<file path="src/rtl/card_evt_pkg.sv">
package card_evt_pkg;
  localparam int STAT_W   = 22;
  localparam int CLR_W    = 11;
  localparam int DATA_W   = 32;
  localparam int WADDR_W  = 10;
  localparam int CNT_W    = 16;
  localparam int NUM_IRQ  = 2;
  localparam int WIN_WORDS = 16;

  // word indices (byte offset / 4)
  localparam logic [WADDR_W-1:0] IX_PWR  = WADDR_W'(8'h00 >> 2);
  localparam logic [WADDR_W-1:0] IX_CLKD = WADDR_W'(8'h04 >> 2);
  localparam logic [WADDR_W-1:0] IX_ARG  = WADDR_W'(8'h08 >> 2);
  localparam logic [WADDR_W-1:0] IX_CMD  = WADDR_W'(8'h0C >> 2);
  localparam logic [WADDR_W-1:0] IX_STAT = WADDR_W'(8'h34 >> 2);
  localparam logic [WADDR_W-1:0] IX_CLR  = WADDR_W'(8'h38 >> 2);
  localparam logic [WADDR_W-1:0] IX_MSK0 = WADDR_W'(8'h3C >> 2);
  localparam logic [WADDR_W-1:0] IX_MSK1 = WADDR_W'(8'h40 >> 2);
  localparam logic [WADDR_W-1:0] IX_FCNT = WADDR_W'(8'h48 >> 2);
  localparam logic [WADDR_W-1:0] IX_WIN  = WADDR_W'(8'h80 >> 2);

  typedef struct packed {
    logic pwr;
    logic clkd;
    logic arg;
    logic cmd;
    logic stat;
    logic clr;
    logic msk0;
    logic msk1;
    logic fcnt;
    logic win;
  } hit_t;

  // bits of a clear write that may reach the status word
  function automatic logic [STAT_W-1:0] clr_reach(input logic [DATA_W-1:0] w);
    logic [STAT_W-1:0] r;
    r = '0;
    r[CLR_W-1:0] = w[CLR_W-1:0];
    return r;
  endfunction

  // next sticky status: set requests take priority over clears
  function automatic logic [STAT_W-1:0] stat_next(input logic [STAT_W-1:0] cur,
                                                  input logic [STAT_W-1:0] set,
                                                  input logic [STAT_W-1:0] clr);
    return (cur & ~clr) | set;
  endfunction

  // words needed to carry a byte count, rounded up
  function automatic logic [DATA_W-1:0] words_of(input logic [CNT_W-1:0] n);
    logic [CNT_W:0] s;
    s = {1'b0, n} + (CNT_W+1)'(3);
    return DATA_W'(s >> 2);
  endfunction

  function automatic logic any_enabled(input logic [STAT_W-1:0] st,
                                       input logic [DATA_W-1:0] m);
    return |(st & m[STAT_W-1:0]);
  endfunction
endpackage

</file>
<file path="src/rtl/evt_addr_decode.sv">
module evt_addr_decode
  import card_evt_pkg::*;
(
  input  logic [WADDR_W-1:0] addr,
  output hit_t               hit
);
  localparam int WIN_LO = int'(IX_WIN);
  localparam int WIN_HI = WIN_LO + WIN_WORDS;

  always_comb begin
    hit      = '0;
    hit.pwr  = (addr == IX_PWR);
    hit.clkd = (addr == IX_CLKD);
    hit.arg  = (addr == IX_ARG);
    hit.cmd  = (addr == IX_CMD);
    hit.stat = (addr == IX_STAT);
    hit.clr  = (addr == IX_CLR);
    hit.msk0 = (addr == IX_MSK0);
    hit.msk1 = (addr == IX_MSK1);
    hit.fcnt = (addr == IX_FCNT);
    hit.win  = (int'(addr) >= WIN_LO) && (int'(addr) < WIN_HI);
  end
endmodule

</file>
<file path="src/rtl/evt_status_reg.sv">
module evt_status_reg
  import card_evt_pkg::*;
(
  input  logic              clk,
  input  logic              rst_n,
  input  logic [STAT_W-1:0] set_i,
  input  logic              clr_we_i,
  input  logic [DATA_W-1:0] clr_data_i,
  output logic [STAT_W-1:0] status_o
);
  logic [STAT_W-1:0] clr_vec;
  logic [STAT_W-1:0] status_q;

  assign clr_vec  = clr_we_i ? clr_reach(clr_data_i) : '0;
  assign status_o = status_q;

  always_ff @(posedge clk) begin
    if (!rst_n) status_q <= '0;
    else        status_q <= stat_next(status_q, set_i, clr_vec);
  end

  // every requested bit is set after the edge, whatever the clear did
  p_set_lands_r4: assert property (@(posedge clk) disable iff (!rst_n)
    (|set_i) |=> ((status_q & $past(set_i)) == $past(set_i)));

  // a bit only rises when it was requested
  p_no_spurious_set_r2: assert property (@(posedge clk) disable iff (!rst_n)
    1'b1 |=> ((status_q & ~$past(status_q) & ~$past(set_i)) == '0));

  // the upper bits never fall outside reset
  p_upper_kept_r3: assert property (@(posedge clk) disable iff (!rst_n)
    1'b1 |=> ((status_q[STAT_W-1:CLR_W] & $past(status_q[STAT_W-1:CLR_W]))
              == $past(status_q[STAT_W-1:CLR_W])));
endmodule

</file>
<file path="src/rtl/evt_hold_ctrl.sv">
module evt_hold_ctrl (
  input  logic clk,
  input  logic rst_n,
  input  logic arm_i,
  input  logic release_i,
  output logic hold_o
);
  logic hold_q;

  always_ff @(posedge clk) begin
    if (!rst_n)         hold_q <= 1'b0;
    else if (arm_i)     hold_q <= 1'b1;
    else if (release_i) hold_q <= 1'b0;
  end

  assign hold_o = hold_q;

  // a popping read arms the hold
  p_arm_r6: assert property (@(posedge clk) disable iff (!rst_n)
    arm_i |=> hold_q);

  // the hold only rises after a popping read
  p_rise_cause_r6: assert property (@(posedge clk) disable iff (!rst_n)
    $rose(hold_q) |-> $past(arm_i));

  // a release read drops the hold
  p_release_r7: assert property (@(posedge clk) disable iff (!rst_n)
    (release_i && !arm_i) |=> !hold_q);
endmodule

</file>
<file path="src/rtl/card_evt_irq.sv">
module card_evt_irq
  import card_evt_pkg::*;
(
  input  logic               clk,
  input  logic               rst_n,
  input  logic               bus_sel,
  input  logic               bus_wr,
  input  logic [WADDR_W-1:0] bus_addr,
  input  logic [DATA_W-1:0]  bus_wdata,
  output logic [DATA_W-1:0]  bus_rdata,
  input  logic [STAT_W-1:0]  evt_set,
  input  logic [CNT_W-1:0]   byte_cnt,
  input  logic               fifo_empty,
  input  logic [DATA_W-1:0]  fifo_rdata,
  output logic               fifo_pop,
  output logic               fifo_push,
  output logic [DATA_W-1:0]  fifo_wdata,
  output logic               move_en,
  output logic [7:0]         pwr_cfg,
  output logic [7:0]         clk_cfg,
  output logic [DATA_W-1:0]  cmd_arg,
  output logic [DATA_W-1:0]  cmd_word,
  output logic [NUM_IRQ-1:0] irq
);
  hit_t              hit;
  logic              wr_s, rd_s;
  logic              clr_wr_s;
  logic              hold_arm_s, hold_rel_s;
  logic              hold;
  logic [STAT_W-1:0] status;
  logic [NUM_IRQ-1:0] mask_wr_s;
  logic [DATA_W-1:0] mask_q [NUM_IRQ];

  evt_addr_decode u_dec (
    .addr (bus_addr),
    .hit  (hit)
  );

  assign wr_s     = bus_sel &  bus_wr;
  assign rd_s     = bus_sel & ~bus_wr;
  assign clr_wr_s = wr_s & hit.clr;

  evt_status_reg u_stat (
    .clk        (clk),
    .rst_n      (rst_n),
    .set_i      (evt_set),
    .clr_we_i   (clr_wr_s),
    .clr_data_i (bus_wdata),
    .status_o   (status)
  );

  // FIFO window
  assign fifo_pop   = rd_s & hit.win & ~fifo_empty;
  assign fifo_push  = wr_s & hit.win & (byte_cnt != '0);
  assign fifo_wdata = bus_wdata;

  assign hold_arm_s = fifo_pop;
  assign hold_rel_s = rd_s & (hit.stat | hit.fcnt);

  evt_hold_ctrl u_hold (
    .clk       (clk),
    .rst_n     (rst_n),
    .arm_i     (hold_arm_s),
    .release_i (hold_rel_s),
    .hold_o    (hold)
  );

  assign move_en = ~hold;

  // configuration registers
  always_ff @(posedge clk) begin
    if (!rst_n) begin
      pwr_cfg  <= '0;
      clk_cfg  <= '0;
      cmd_arg  <= '0;
      cmd_word <= '0;
    end else if (wr_s) begin
      if (hit.pwr)  pwr_cfg  <= bus_wdata[7:0];
      if (hit.clkd) clk_cfg  <= bus_wdata[7:0];
      if (hit.arg)  cmd_arg  <= bus_wdata;
      if (hit.cmd)  cmd_word <= bus_wdata;
    end
  end

  // mask registers and interrupt lines
  assign mask_wr_s[0] = wr_s & hit.msk0;
  assign mask_wr_s[1] = wr_s & hit.msk1;

  for (genvar i = 0; i < NUM_IRQ; i++) begin : g_line
    always_ff @(posedge clk) begin
      if (!rst_n)            mask_q[i] <= '0;
      else if (mask_wr_s[i]) mask_q[i] <= bus_wdata;
    end

    assign irq[i] = any_enabled(status, mask_q[i]);

    // a line only falls after a clear or a write to its own mask
    p_fall_cause_r5: assert property (@(posedge clk) disable iff (!rst_n)
      $fell(irq[i]) |-> $past(clr_wr_s | mask_wr_s[i]));

    // a line only rises after a set request or a write to its own mask
    p_rise_cause_r5: assert property (@(posedge clk) disable iff (!rst_n)
      $rose(irq[i]) |-> $past((|evt_set) | mask_wr_s[i]));
  end

  // read mux, from pre-access state
  always_comb begin
    bus_rdata = '0;
    if (rd_s) begin
      unique case (1'b1)
        hit.pwr:  bus_rdata = DATA_W'(pwr_cfg);
        hit.clkd: bus_rdata = DATA_W'(clk_cfg);
        hit.arg:  bus_rdata = cmd_arg;
        hit.cmd:  bus_rdata = cmd_word;
        hit.stat: bus_rdata = DATA_W'(status);
        hit.msk0: bus_rdata = mask_q[0];
        hit.msk1: bus_rdata = mask_q[1];
        hit.fcnt: bus_rdata = words_of(byte_cnt);
        hit.win:  bus_rdata = fifo_empty ? '0 : fifo_rdata;
        default:  bus_rdata = '0;
      endcase
    end
  end

  // nothing is pushed while no bytes remain
  p_drop_r10: assert property (@(posedge clk) disable iff (!rst_n)
    (byte_cnt == '0) |-> !fifo_push);

  // status never changes in response to a plain register write other than clear
  p_stat_write_r12: assert property (@(posedge clk) disable iff (!rst_n)
    (wr_s && !hit.clr && evt_set == '0) |=> $stable(status));
endmodule

</file>
<file path="config.mk">
export PLATFORM = sky130hd
export DESIGN_NAME = card_evt_irq
export DESIGN_NICKNAME = d
export VERILOG_FILES = /design/src/rtl/card_evt_pkg.sv /design/src/rtl/evt_addr_decode.sv /design/src/rtl/evt_status_reg.sv /design/src/rtl/evt_hold_ctrl.sv /design/src/rtl/card_evt_irq.sv
export SDC_FILE = /design/constraint.sdc
export NUM_CORES = 1
export LEC_CHECK = 0
export BUFFER_PORTS_ARGS = -buffer_cell sky130_fd_sc_hd__buf_4
export CORE_MARGIN = 4
export CORE_UTILIZATION = 45
export CTS_CLUSTER_SIZE = 28
export DETAILED_ROUTE_END_ITERATION = 10
export GPL_TIMING_DRIVEN = 0
export PLACE_DENSITY = 0.74
export SKIP_LAST_GASP = 1
export SLEW_MARGIN = 20
export SYNTH_ARGS = -nofsm -noshare
export SYNTH_HDL_FRONTEND = slang
export SYNTH_SLANG_ARGS = --single-unit
</file>
<file path="constraint.sdc">
create_clock -name clk -period 3.8 [get_ports clk]
set_input_delay 0 -clock clk [delete_from_list [all_inputs] [get_ports clk]]
set_output_delay 0 -clock clk [all_outputs]
set_load 0.05 [all_outputs]
</file>
-- After elaboration in Yosys (flattened, before gate mapping)
Memories as Yosys holds them, arrays and structs flattened.
Cells that the tools add are included.
- memories kept: 1
- flip-flop bits (word level): 103
- latch bits: 0
- bits of input ports: 117
- memory bits (read-only): 0
- output and inout port bits: 149
- logic and storage cells: 64
- RAM bits: 64
- multipliers: 0
- bitwise gates (word level): 21
- multiplexer cells: 15
- add/sub/neg operators: 1
- magnitude comparators: 2
- equality and inequality tests: 8
- div/mod/pow operators: 0
- shift-type cells: 0
- reductions and logical operators: 10
- memory list (memory ; depth ; bits a word ; rd ports ; clocked after Yosys merged registers in ; wr ports ; line ; RTL):
    mask_q ; 2 ; 32 ; 2 ; 0 ; 2 ; card_evt_irq.sv:32 ; logic [DATA_W-1:0] mask_q [NUM_IRQ];
- operators with widths (operator ; number):
    $pmux W32 S9 ; 1
    $mux W32 ; 4
    $and A22 B22 Y22 ; 3
    $reduce_or A22 Y1 ; 2
    $eq A10 B4 Y1 const B ; 3
    $not A22 Y22 ; 1
    $or A22 B22 Y22 ; 1
    $eq A10 B2 Y1 const B ; 2
    $eq A10 B5 Y1 const B ; 2
    $add A16 B2 Y17 const B ; 1
    $reduce_bool A16 Y1 ; 1
    $mux W11 ; 1
    $and A1 B1 Y1 ; 10
    $eq A10 B1 Y1 const B ; 1
    $ge A10 B6 Y1 const B ; 1
    $logic_not A10 Y1 ; 1
    $lt A10 B6 Y1 const B ; 1
    $mux W1 ; 9
    $reduce_and A2 Y1 ; 4
    $not A1 Y1 ; 3
    $or A1 B1 Y1 ; 3
    $reduce_bool A2 Y1 ; 1
    $logic_and A1 B1 Y1 ; 1

-- Logic depth before layout (Yosys ltp)
Gate-level depths: netlist of run 1.
- word-level depth: 6
- gate-level depth with buffers: 8

-- Cells and area by module
A second synthesis of run 1 with hierarchy kept.
- cells, all modules: 884
- area, all modules: 8399.3 µm²
- by module, submodules not included (module ; times used ; cells an instance ; seq. area each (µm²) ; area each (µm²)):
    card_evt_irq ; 1 ; 791 ; 3523.4 ; 7470.9
    evt_status_reg ; 1 ; 69 ; 440.4 ; 743.2
    evt_addr_decode ; 1 ; 21 ; 0.0 ; 143.9
    evt_hold_ctrl ; 1 ; 3 ; 20.0 ; 41.3

-- Worst setup path after synthesis of run 1
Ideal clock, no wire load.
- kind: input to register
- start: input port bus_addr[5]
- end: memory mask_q[0][0] (enable)
- data required time: 3.334 ns
- setup time: 0.466 ns
- buffers on the path: 1
- stages: 5
- slack: 0.034 ns
- data arrival time: 3.301 ns
- cell sequence: buf_2 or4b_4 nor3_2 nand2_1 o21ai_0
- RTL lines (item ; line ; RTL):
    start, declared ; card_evt_irq.sv:8 ; input logic [WADDR_W-1:0] bus_addr,
    end, declared ; card_evt_irq.sv:32 ;

-- Final worst setup path of run 1
- start: input port bus_addr[3]
- end: output port bus_rdata[19]
- cells in the longest elaborated chain, start to end: 4
- elaborated cells on any way between the ends: 13
- classes of those cells: order compare (2); eq/ne (7); mux (2); reduce/logical (2)
- ends and longest elaborated chain (item ; line ; RTL):
    $ge A10 B6 Y1 / $lt A10 B6 Y1 (equally long branches) ; evt_addr_decode.sv:21 ; hit.win = (int'(addr) >= WIN_LO) && (int'(addr) < WIN_HI);
    $logic_and A1 B1 Y1 ; evt_addr_decode.sv:21 ;
    $pmux W32 S9 * ; card_evt_irq.sv:110 ; unique case (1'b1)
    $mux W32 * ; card_evt_irq.sv:109 ; if (rd_s) begin
    end, declared ; card_evt_irq.sv:10 ; output logic [DATA_W-1:0] bus_rdata,
Mark *: on every way between the ends. The rest lies on a longest branch, timed or not.

==> results of run 1 <==
-- where the power goes --
group          internal [uW]  switching (uW)  leakage, uW
logic                    241             279      0.00299
clock network            885             775     0.000276
registers               1910            52.9      0.00144
-- routing by layer --
metal | wire length, um | vias up | global-route usage [%]
li1 | - | 3975 | -
met1 | 14600 | 4282 | 43.8
met2 | 16700 | 633 | 52.7
met3 | 3890 | 99 | 7.51
met4 | 1550 | 0 | 15.1
met5 | 0 | - | 0
-- layout make-up --
| type | count | share of cell area (%) |
|---|---|---|
| plain buffers | 93 | 4.39 |
| clock buffers | 21 | 3.82 |
| clock inverters | 11 | 0.726 |
| inverters | 5 | 0.156 |
| multi-input cells | 641 | 33.8 |
| flip-flops and latches | 167 | 33.0 |
| well taps | 234 | 2.43 |
| repair buffers | 323 | 21.7 |
-- worst reg2reg max path, stage by stage, from the launching register on --
cell,delay (ps)
dfxtp_1,380
a21boi_1,160
o21a_1,190
dlygate4sd3_1,560
-- layout by cell type, fill, tap and decap left out, drive strengths merged, types with 7 or more instances in the layout --
| cell | instances |
|---|---|
| buf | 321 |
| nand2 | 179 |
| dfxtp | 103 |
| a21boi | 83 |
| and2 | 67 |
| edfxtp | 64 |
| dlygate4sd3 | 61 |
| clkbuf | 55 |
| a22oi | 35 |
| o21a | 23 |
| a222oi | 22 |
| a21oi | 21 |
| nor2 | 20 |
| mux2i | 19 |
| nand3 | 19 |
| a31oi | 18 |
| a221oi | 17 |
| nor4 | 13 |
| o21ai | 13 |
| inv | 12 |
| nor2b | 11 |
| nand4 | 10 |
| nor3 | 9 |
| xnor2 | 8 |
| mux2 | 7 |
-- path summary, 6_finish.rpt --
| path | startpoint | endpoint | cells after the start |
|---|---|---|---|
| worst min-delay path | bus_sel | cmd_word[31] | 4 |
| worst max register to register | u_stat.status_o[10] | u_stat.status_o[10] | 3 |
| worst max-delay path | bus_addr[3] | bus_rdata[19] | 8 |
| worst min register to register | clk_cfg[6] | clk_cfg[6] | 2 |
-- kinds of logic after synthesis --
kind of cell | share of synthesized area (%)
buffers and inverters | 6.38
XOR/XNOR | 1.02
AO/OA/AOI/OAI | 22.0
multiplexers | 3.13
flip-flops | 46.4
AND/OR/NAND/NOR | 21.0
-- flip-flops by register name, summed over array words and instances (netlist names) --
register / cells
cmd_arg: 32
u_stat.status_o: 22
u_hold.hold_o: 1
mask_q: 64
cmd_word: 32
clk_cfg: 8
pwr_cfg: 8
-- timing repair --
item	in CTS	in global routing
hold endpoints to repair	166	0
gates resized for setup	0	0
hold buffers	61	0
-- per-stage QoR --
stage | setup slack (ps) | instances | hold slack [ps] | total power [uW]
floorplan | 33.5 | 906 | 110 | 2200
global placement | -1740 | 1399 | 197 | 2450
detailed placement | 1110 | 1402 | 202 | 2450
CTS | 1100 | 1495 | 120 | 4120
global route | 937 | 1495 | 141 | 4230
finish | 1000 | 1495 | 128 | 4140
==> flow_metrics.py, run 1 <==
metrics = {
    "run_status": {
        "status": "finished, final reports clean",
    },
    "layout": {
        "antenna_cells": 0,
        "finalNetCount": 1365,
        "finish.instance_area_um2": 12100,
        "multiInputGateArea_um2": 4080,
        "utilization_pct": 64.5,
        "drive_above_1_share_pct": 29.7,
        "area_growth_pct": 40.5,
        "fill_cells": 1571,
        "seq_area_um2": 3980,
    },
    "logic_synthesis": {
        "syn-mean-instance-area_um2": 9.48,
        "synth_edf_count": 64,
        "yosysTopAreaCell": "dfxtp_1",
        "async_flop_share_pct": 0,
        "yosys-top-cells-area": "dfxtp_1 24%, edfxtp_1 22%, nand2_1 7.8%, a21boi_1 7.2%, and2_1 4.9%",
        "synth_fp_nets": 1023,
        "ys_warn_count": 0,
        "yosysMostFrequentCell": "nand2_1",
        "synth_commonest_cells": "179 x nand2_1, 103 x dfxtp_1, 82 x a21boi_1, 67 x and2_1, 64 x edfxtp_1",
        "ys_seq_area_share_pct": 46.4,
        "synthFlopType": "dfxtp_1",
        "synthDistinctLibCells": 62,
        "netlist.area_leader.share_pct": 24.0,
        "netlist_area_um2": 8580,
        "postSynthCellCount": 906,
        "ys_seq_elements": 167,
    },
    "critical_path": {
        "cpMostUsedCell": "buf_4",
        "critical_path.top_delay_family": "simple AND/OR/NAND/NOR gates",
        "cp_slowest_cell": "nor3_2",
        "cp.arrival_ps": 2800,
        "worstSetupStartpointType": "primary input",
        "crit_path_cell_trace": "buf_4 -> nor4_4 -> nand3b_1 -> nor3_2 -> buf_2 -> a222oi_1 -> a21oi_1 -> buf_4",
        "r2r_setup_slack_ps": 2390,
        "crit_buf_inv": 3,
        "crit_path_end_kind": "primary output",
        "critPathMaxFanout": 10,
        "max_stage_delay_ps": 660,
        "critPathRequiredTime_ps": 3800,
        "path_class": "primary input to primary output",
    },
    "floorplanning": {
        "dieArea_um2": 21400,
        "die_y_um": 146,
        "pin_count": 266,
        "dieWidth_um": 146,
        "fp-row-count": 50,
        "initial_core_util_pct": 45.9,
        "core_um2": 18700,
    },
    "global_route": {
        "grt_use_total_pct": 33.3,
        "antenna_found_initial": 0,
        "overflow": 0,
        "grt_max_degree": 19,
        "first_global_vias": 8721,
        "grt_pass1_wl_um": 54300,
    },
    "place": {
        "dpl.hpwl_um": 27100,
        "port_buffers": 259,
        "dpl_cell_area_um2": 10900,
        "routabilityCongestion": 0.964,
    },
    "timing": {
        "min_period_ps": 2800,
        "tns_ps": 0,
        "finalMaxSlewViolations": 0,
        "fmax_ghz": 0.357,
        "hold_violations": 0,
        "worst_slew_pin_slew_ps": 1060,
        "fin_crit_sh_pct": 73.6,
        "setup_viol": 0,
        "relSlewSlack_pct": 28.7,
        "fin_skew_ps": 0,
        "rsz0062_at_grt": "no",
    },
    "cts": {
        "clock-root-buffer": "clkbuf_16",
        "h-tree-depth": 4,
        "cts_num_sinks": 167,
        "cts_tree": "yes",
        "cts-buffers-inserted": 17,
        "post-cts-setup-buffers": 0,
        "clk_latency_ps": 430,
        "cts.clk_slew.worst_paths_ps": 70,
        "clockBufferDepth": 2,
    },
    "run": {
        "cap_violations": 0,
    },
    "drt": {
        "drt_first_pass_iters": 5,
        "vias": 8989,
        "ant_nets": 0,
        "drt_iter0_drc": 1127,
        "wire_per_inst_um": 24.6,
        "avgViaCountPerCell": 6.01,
        "drc_errors": 0,
        "routed_wl_um": 36700,
    },
    "pwr": {
        "p_leak_uw": 0.00471,
        "power_per_cell_area_nw_per_um2": 343,
        "irDropWorstVdd_uv": 361,
    },
    "hold_path": {
        "min_path_type": "primary input to flip-flop",
    },
}
Power figures use the tool's default switching activity.
==> inputs of run 2 (changes only) <==
clock period = 2.5 ns   (was 3.8 ns; I/O delays follow)
==> flow_metrics.py, run 2 (same netlist as run 1, synthesis figures left out) <==
metrics = {
    "layout": {
        "layout_commonest_cell": "buf_4",
        "area_growth_pct": 41.1,
        "antenna_cells": 0,
        "max_flop_register": "mask_q",
        "finish.instance_area_um2": 12100,
        "largest_register_ffs": 64,
        "reg_top3": "mask_q x64, cmd_arg x32, cmd_word x32",
        "drive_above_1_share_pct": 30.3,
        "finalNetCount": 1366,
        "mostFrequentLayoutCells": "295 x buf_4, 179 x nand2_1, 103 x dfxtp_1, 82 x a21boi_1, 67 x and2_1",
    },
    "timing": {
        "fmax_ghz": 0.403,
        "fin_hold_ws_ps": 112,
        "setup_viol": 0,
        "relSlewSlack_pct": 34.2,
        "fin_skew_ps": 0,
        "hold_violations": 0,
        "worst_slew_pin_slew_ps": 979,
        "rsz0062_at_grt": "no",
        "finalMaxSlewViolations": 0,
        "fin_crit_sh_pct": 99.2,
        "min_period_ps": 2480,
    },
    "floorplanning": {
        "core_um2": 18700,
        "die_y_um": 146,
        "initial_core_util_pct": 45.9,
        "dieArea_um2": 21400,
        "dieWidth_um": 146,
        "pin_count": 266,
        "fp-row-count": 50,
    },
    "critical_path": {
        "path_class": "primary input to primary output",
        "cp.arrival_ps": 2480,
        "worstSetupStartpointType": "primary input",
        "critPathMaxFanout": 10,
        "critPathRequiredTime_ps": 2500,
        "crit_path_end_kind": "primary output",
    },
    "place": {
        "port_buffers": 259,
        "dpl_cell_area_um2": 10900,
        "dpl.hpwl_um": 27100,
        "routabilityCongestion": 1.00,
    },
    "drt": {
        "drc_errors": 0,
        "drt_first_pass_iters": 8,
        "vias": 9077,
        "drt_iter0_drc": 1062,
        "wire_per_inst_um": 24.8,
        "avgViaCountPerCell": 6.07,
        "routed_wl_um": 37100,
        "ant_nets": 0,
    },
    "global_route": {
        "grt_pass1_wl_um": 54000,
        "antenna_found_initial": 0,
        "grt_use_total_pct": 33.1,
        "overflow": 0,
        "grt_max_degree": 21,
        "first_global_vias": 8709,
    },
    "cts": {
        "clock-root-buffer": "clkbuf_16",
        "clockBufferDepth": 2,
        "cts_tree": "yes",
        "cts-buffers-inserted": 17,
        "clk_latency_ps": 430,
        "cts_num_sinks": 167,
        "h-tree-depth": 4,
        "cts.clk_slew.worst_paths_ps": 70,
    },
    "pwr": {
        "irDropWorstVdd_uv": 372,
        "p_leak_uw": 0.00473,
        "power_per_cell_area_nw_per_um2": 526,
    },
    "hold_path": {
        "min_path_type": "primary input to flip-flop",
    },
    "run": {
        "cap_violations": 0,
    },
    "run_status": {
        "status": "finished, final reports clean",
    },
}
run 2: cell count changes in the layout (fill, tap and decap cells not counted), sizes merged:
cell,before,now
clkbuf,55,51
buf,321,323
bufinv,0,1
clkinv,4,5
clkinvlp,0,1
dlygate4sd3,61,60
inv,12,13
run 2: final cells by class:
type	instances	area, um2
clock buffer	17	425
multi-input combinational	641	4100
tap	234	293
timing repair buffer	324	2620
buffer	93	533
clock inverter	15	138
sequential	167	3980
fill	1558	6590
inverter	5	18.8
run 2: report_power, final:
group / switching, uW / internal (uW) / total, uW / leakage [uW]
sequential: 77.9 / 2900 / 2980 / 0.00144
combinational: 430 / 366 / 796 / 0.00301
clock: 1210 / 1390 / 2600 / 0.000275
total: 1720 / 4660 / 6370 / 0.00473
run 2: worst paths after layout:
check / startpoint / endpoint / cells after the start / slack [ps]
min: bus_sel / cmd_word[0] / 4 / 110
max reg2reg: u_stat.status_o[8] / u_stat.status_o[8] / 3 / 1090
min reg2reg: cmd_word[26] / cmd_word[26] / 2 / 470
max: bus_addr[9] / bus_rdata[10] / 9 / 20
run 2: what timing repair did:
item                       CTS  global route
pin swaps                    2             0
setup endpoints to repair   26            18
gates cloned                 0             0
hold buffers                60             0
buffers inserted             3             0
hold endpoints to repair   166             0
gates resized for setup      4             6
run 2: metal layers:
layer	vias to the layer above	track usage, %	share of wire, %
met1	4278	43.4	38
met3	130	5.49	10
met5	-	0	0
li1	3981	-	-
met2	688	52.8	46
met4	0	17.5	5.4
run 2: critical path, stage by stage:
cell      delay (ps)
buf_4            150
nor4bb_1         300
buf_2            360
a21oi_1          110
a211oi_1         200
o21ai_1          260
clkbuf_1         420
a31oi_1          390
buf_4            260
run 2: through the flow:
stage | worst slack, ps | std cells | utilization (%) | total power, uW | TNS (ps)
after floorplan | 185 | 906 | - | 3350 | 0
after CTS | -114 | 1496 | 64.7 | 6330 | -786
after detailed placement | -328 | 1401 | 58.3 | 3730 | -4080
final | 20.0 | 1496 | 64.8 | 6370 | 0
after global routing | 6.00 | 1496 | 64.8 | 6480 | 0
after global placement | -678 | 1399 | 57.9 | 3710 | -47190
==> inputs of run 3 (changes only) <==
PLACE_DENSITY = 0.73   (was 0.74)
==> flow_metrics.py, run 3 (same netlist as run 1, synthesis figures left out) <==
metrics = {
    "timing": {
        "setup_viol": 0,
        "worst_slew_pin_slew_ps": 1060,
        "min_period_ps": 2470,
        "relSlewSlack_pct": 29.1,
        "finalMaxSlewViolations": 0,
        "hold_violations": 0,
        "tns_ps": 0,
        "fin_skew_ps": 0,
        "fmax_ghz": 0.405,
        "rsz0062_at_grt": "no",
        "fin_hold_ws_ps": 141,
        "fin_crit_sh_pct": 98.8,
    },
    "global_route": {
        "grt_use_total_pct": 33.5,
        "first_global_vias": 8702,
        "grt_pass1_wl_um": 54600,
        "overflow": 0,
        "antenna_found_initial": 0,
        "grt_max_degree": 21,
    },
    "run": {
        "cap_violations": 0,
    },
    "layout": {
        "utilization_pct": 65.0,
        "finalNetCount": 1369,
        "finish.instance_area_um2": 12200,
        "fill_cells": 1569,
        "mostFrequentLayoutCells": "296 x buf_4, 179 x nand2_1, 103 x dfxtp_1, 82 x a21boi_1, 67 x and2_1",
        "antenna_cells": 0,
        "largest_register_ffs": 64,
        "multiInputGateArea_um2": 4100,
        "seq_area_um2": 3980,
        "reg_top3": "mask_q x64, cmd_arg x32, cmd_word x32",
        "drive_above_1_share_pct": 30.4,
        "area_growth_pct": 41.6,
        "layout_commonest_cell": "buf_4",
        "max_flop_register": "mask_q",
    },
    "pwr": {
        "irDropWorstVdd_uv": 433,
        "p_total_uw": 6370,
        "p_leak_uw": 0.00476,
        "power_per_cell_area_nw_per_um2": 524,
    },
    "hold_path": {
        "hp-start": "bus_sel",
        "holdPathEnd": "cmd_word[0]",
        "holdPathStages": 4,
        "min_path_type": "primary input to flip-flop",
    },
    "place": {
        "routabilityCongestion": 0.984,
        "port_buffers": 259,
        "dpl.hpwl_um": 27300,
        "dpl_cell_area_um2": 10900,
    },
    "critical_path": {
        "path_class": "primary input to primary output",
        "r2r_setup_slack_ps": 1070,
        "critPathRequiredTime_ps": 2500,
        "r2r_start": "u_stat.status_o[5]",
        "rr_endpoint": "u_stat.status_o[5]",
        "critPathMaxFanout": 10,
        "cp.arrival_ps": 2470,
        "crit_path_end_kind": "primary output",
        "worstSetupStartpointType": "primary input",
        "r2r_cells": 3,
    },
    "floorplanning": {
        "dieArea_um2": 21400,
        "die_y_um": 146,
        "fp-row-count": 50,
        "dieWidth_um": 146,
        "initial_core_util_pct": 45.9,
        "pin_count": 266,
        "core_um2": 18700,
    },
    "drt": {
        "drt_iter0_drc": 1019,
        "drt_first_pass_iters": 9,
        "routed_wl_um": 37100,
        "drc_errors": 0,
        "wire_per_inst_um": 24.8,
        "ant_nets": 0,
        "vias": 9149,
        "avgViaCountPerCell": 6.10,
    },
    "cts": {
        "cts.clk_slew.worst_paths_ps": 70,
        "h-tree-depth": 4,
        "clk_latency_ps": 420,
        "cts_num_sinks": 167,
        "clockBufferDepth": 2,
        "cts_tree": "yes",
        "clock-root-buffer": "clkbuf_16",
        "cts-buffers-inserted": 17,
    },
    "run_status": {
        "status": "finished, final reports clean",
    },
}
run 3: changes by cell type in the layout (fill, tap and decap cells not counted), sizes merged:
cell         previous run  this run
buf                   323       325
bufinv                  1         0
clkbuf                 51        53
clkinv                  5         7
clkinvlp                1         0
dlygate4sd3            60        61
inv                    13        11
run 3: worst max-delay path: stages:
cell      delay (ps)
buf_2            170
nor3_1           430
nand3b_1         240
nor3_4           460
buf_2            360
nand2_1          160
a41oi_1          360
buf_4            270
run 3: what timing repair did:
action,CTS,global route
pin swaps,2,1
buffers inserted,1,3
hold buffers,61,0
setup endpoints to repair,23,14
resized for setup,4,5
hold endpoints to repair,165,0
run 3: per-stage QoR:
step | instances | worst slack (ps)
6_report | 1499 | 29.1
5_1_grt | 1499 | 27.7
4_1_cts | 1496 | -14.9
3_5_place_dp | 1402 | -441
3_3_place_gp | 1399 | -679
2_1_floorplan | 906 | 185
run 3: routing by layer:
layer	share of wire, %	GRT usage, %
met1	39	44.1
met2	47	54.6
met3	10	6.55
met4	3.8	13.3
met5	0	0
run 3: power breakdown:
| part | total [uW] | switching [uW] | internal (uW) | leakage (uW) |
|---|---|---|---|---|
| combinational | 799 | 427 | 371 | 0.00303 |
| clock | 2600 | 1210 | 1390 | 0.000289 |
| sequential | 2980 | 77.7 | 2900 | 0.00144 |
| total | 6370 | 1720 | 4660 | 0.00476 |
run 3: cell type report:
cell class,instances,share of cell area [%]
plain buffers,93,4.38
clock buffers,19,3.82
flip-flops and latches,167,32.8
inverters,5,0.154
well taps,234,2.41
clock inverters,13,0.885
repair buffers,327,21.8
multi-input cells,641,33.7
run 3: worst max-delay path by stage:
| stage | cells past startpoint | start | endpoint |
|---|---|---|---|
| 6_report | 8 | bus_addr[0] | bus_rdata[6] |
| 5_1_grt | 8 | bus_addr[0] | bus_rdata[6] |
| 4_1_cts | 8 | bus_addr[3] | bus_rdata[6] |
| 3_5_place_dp | 8 | bus_addr[3] | bus_rdata[6] |
| 3_3_place_gp | 5 | bus_addr[5] | mask_q[0][24] |
| 2_1_floorplan | 5 | bus_addr[5] | mask_q[0][0] |
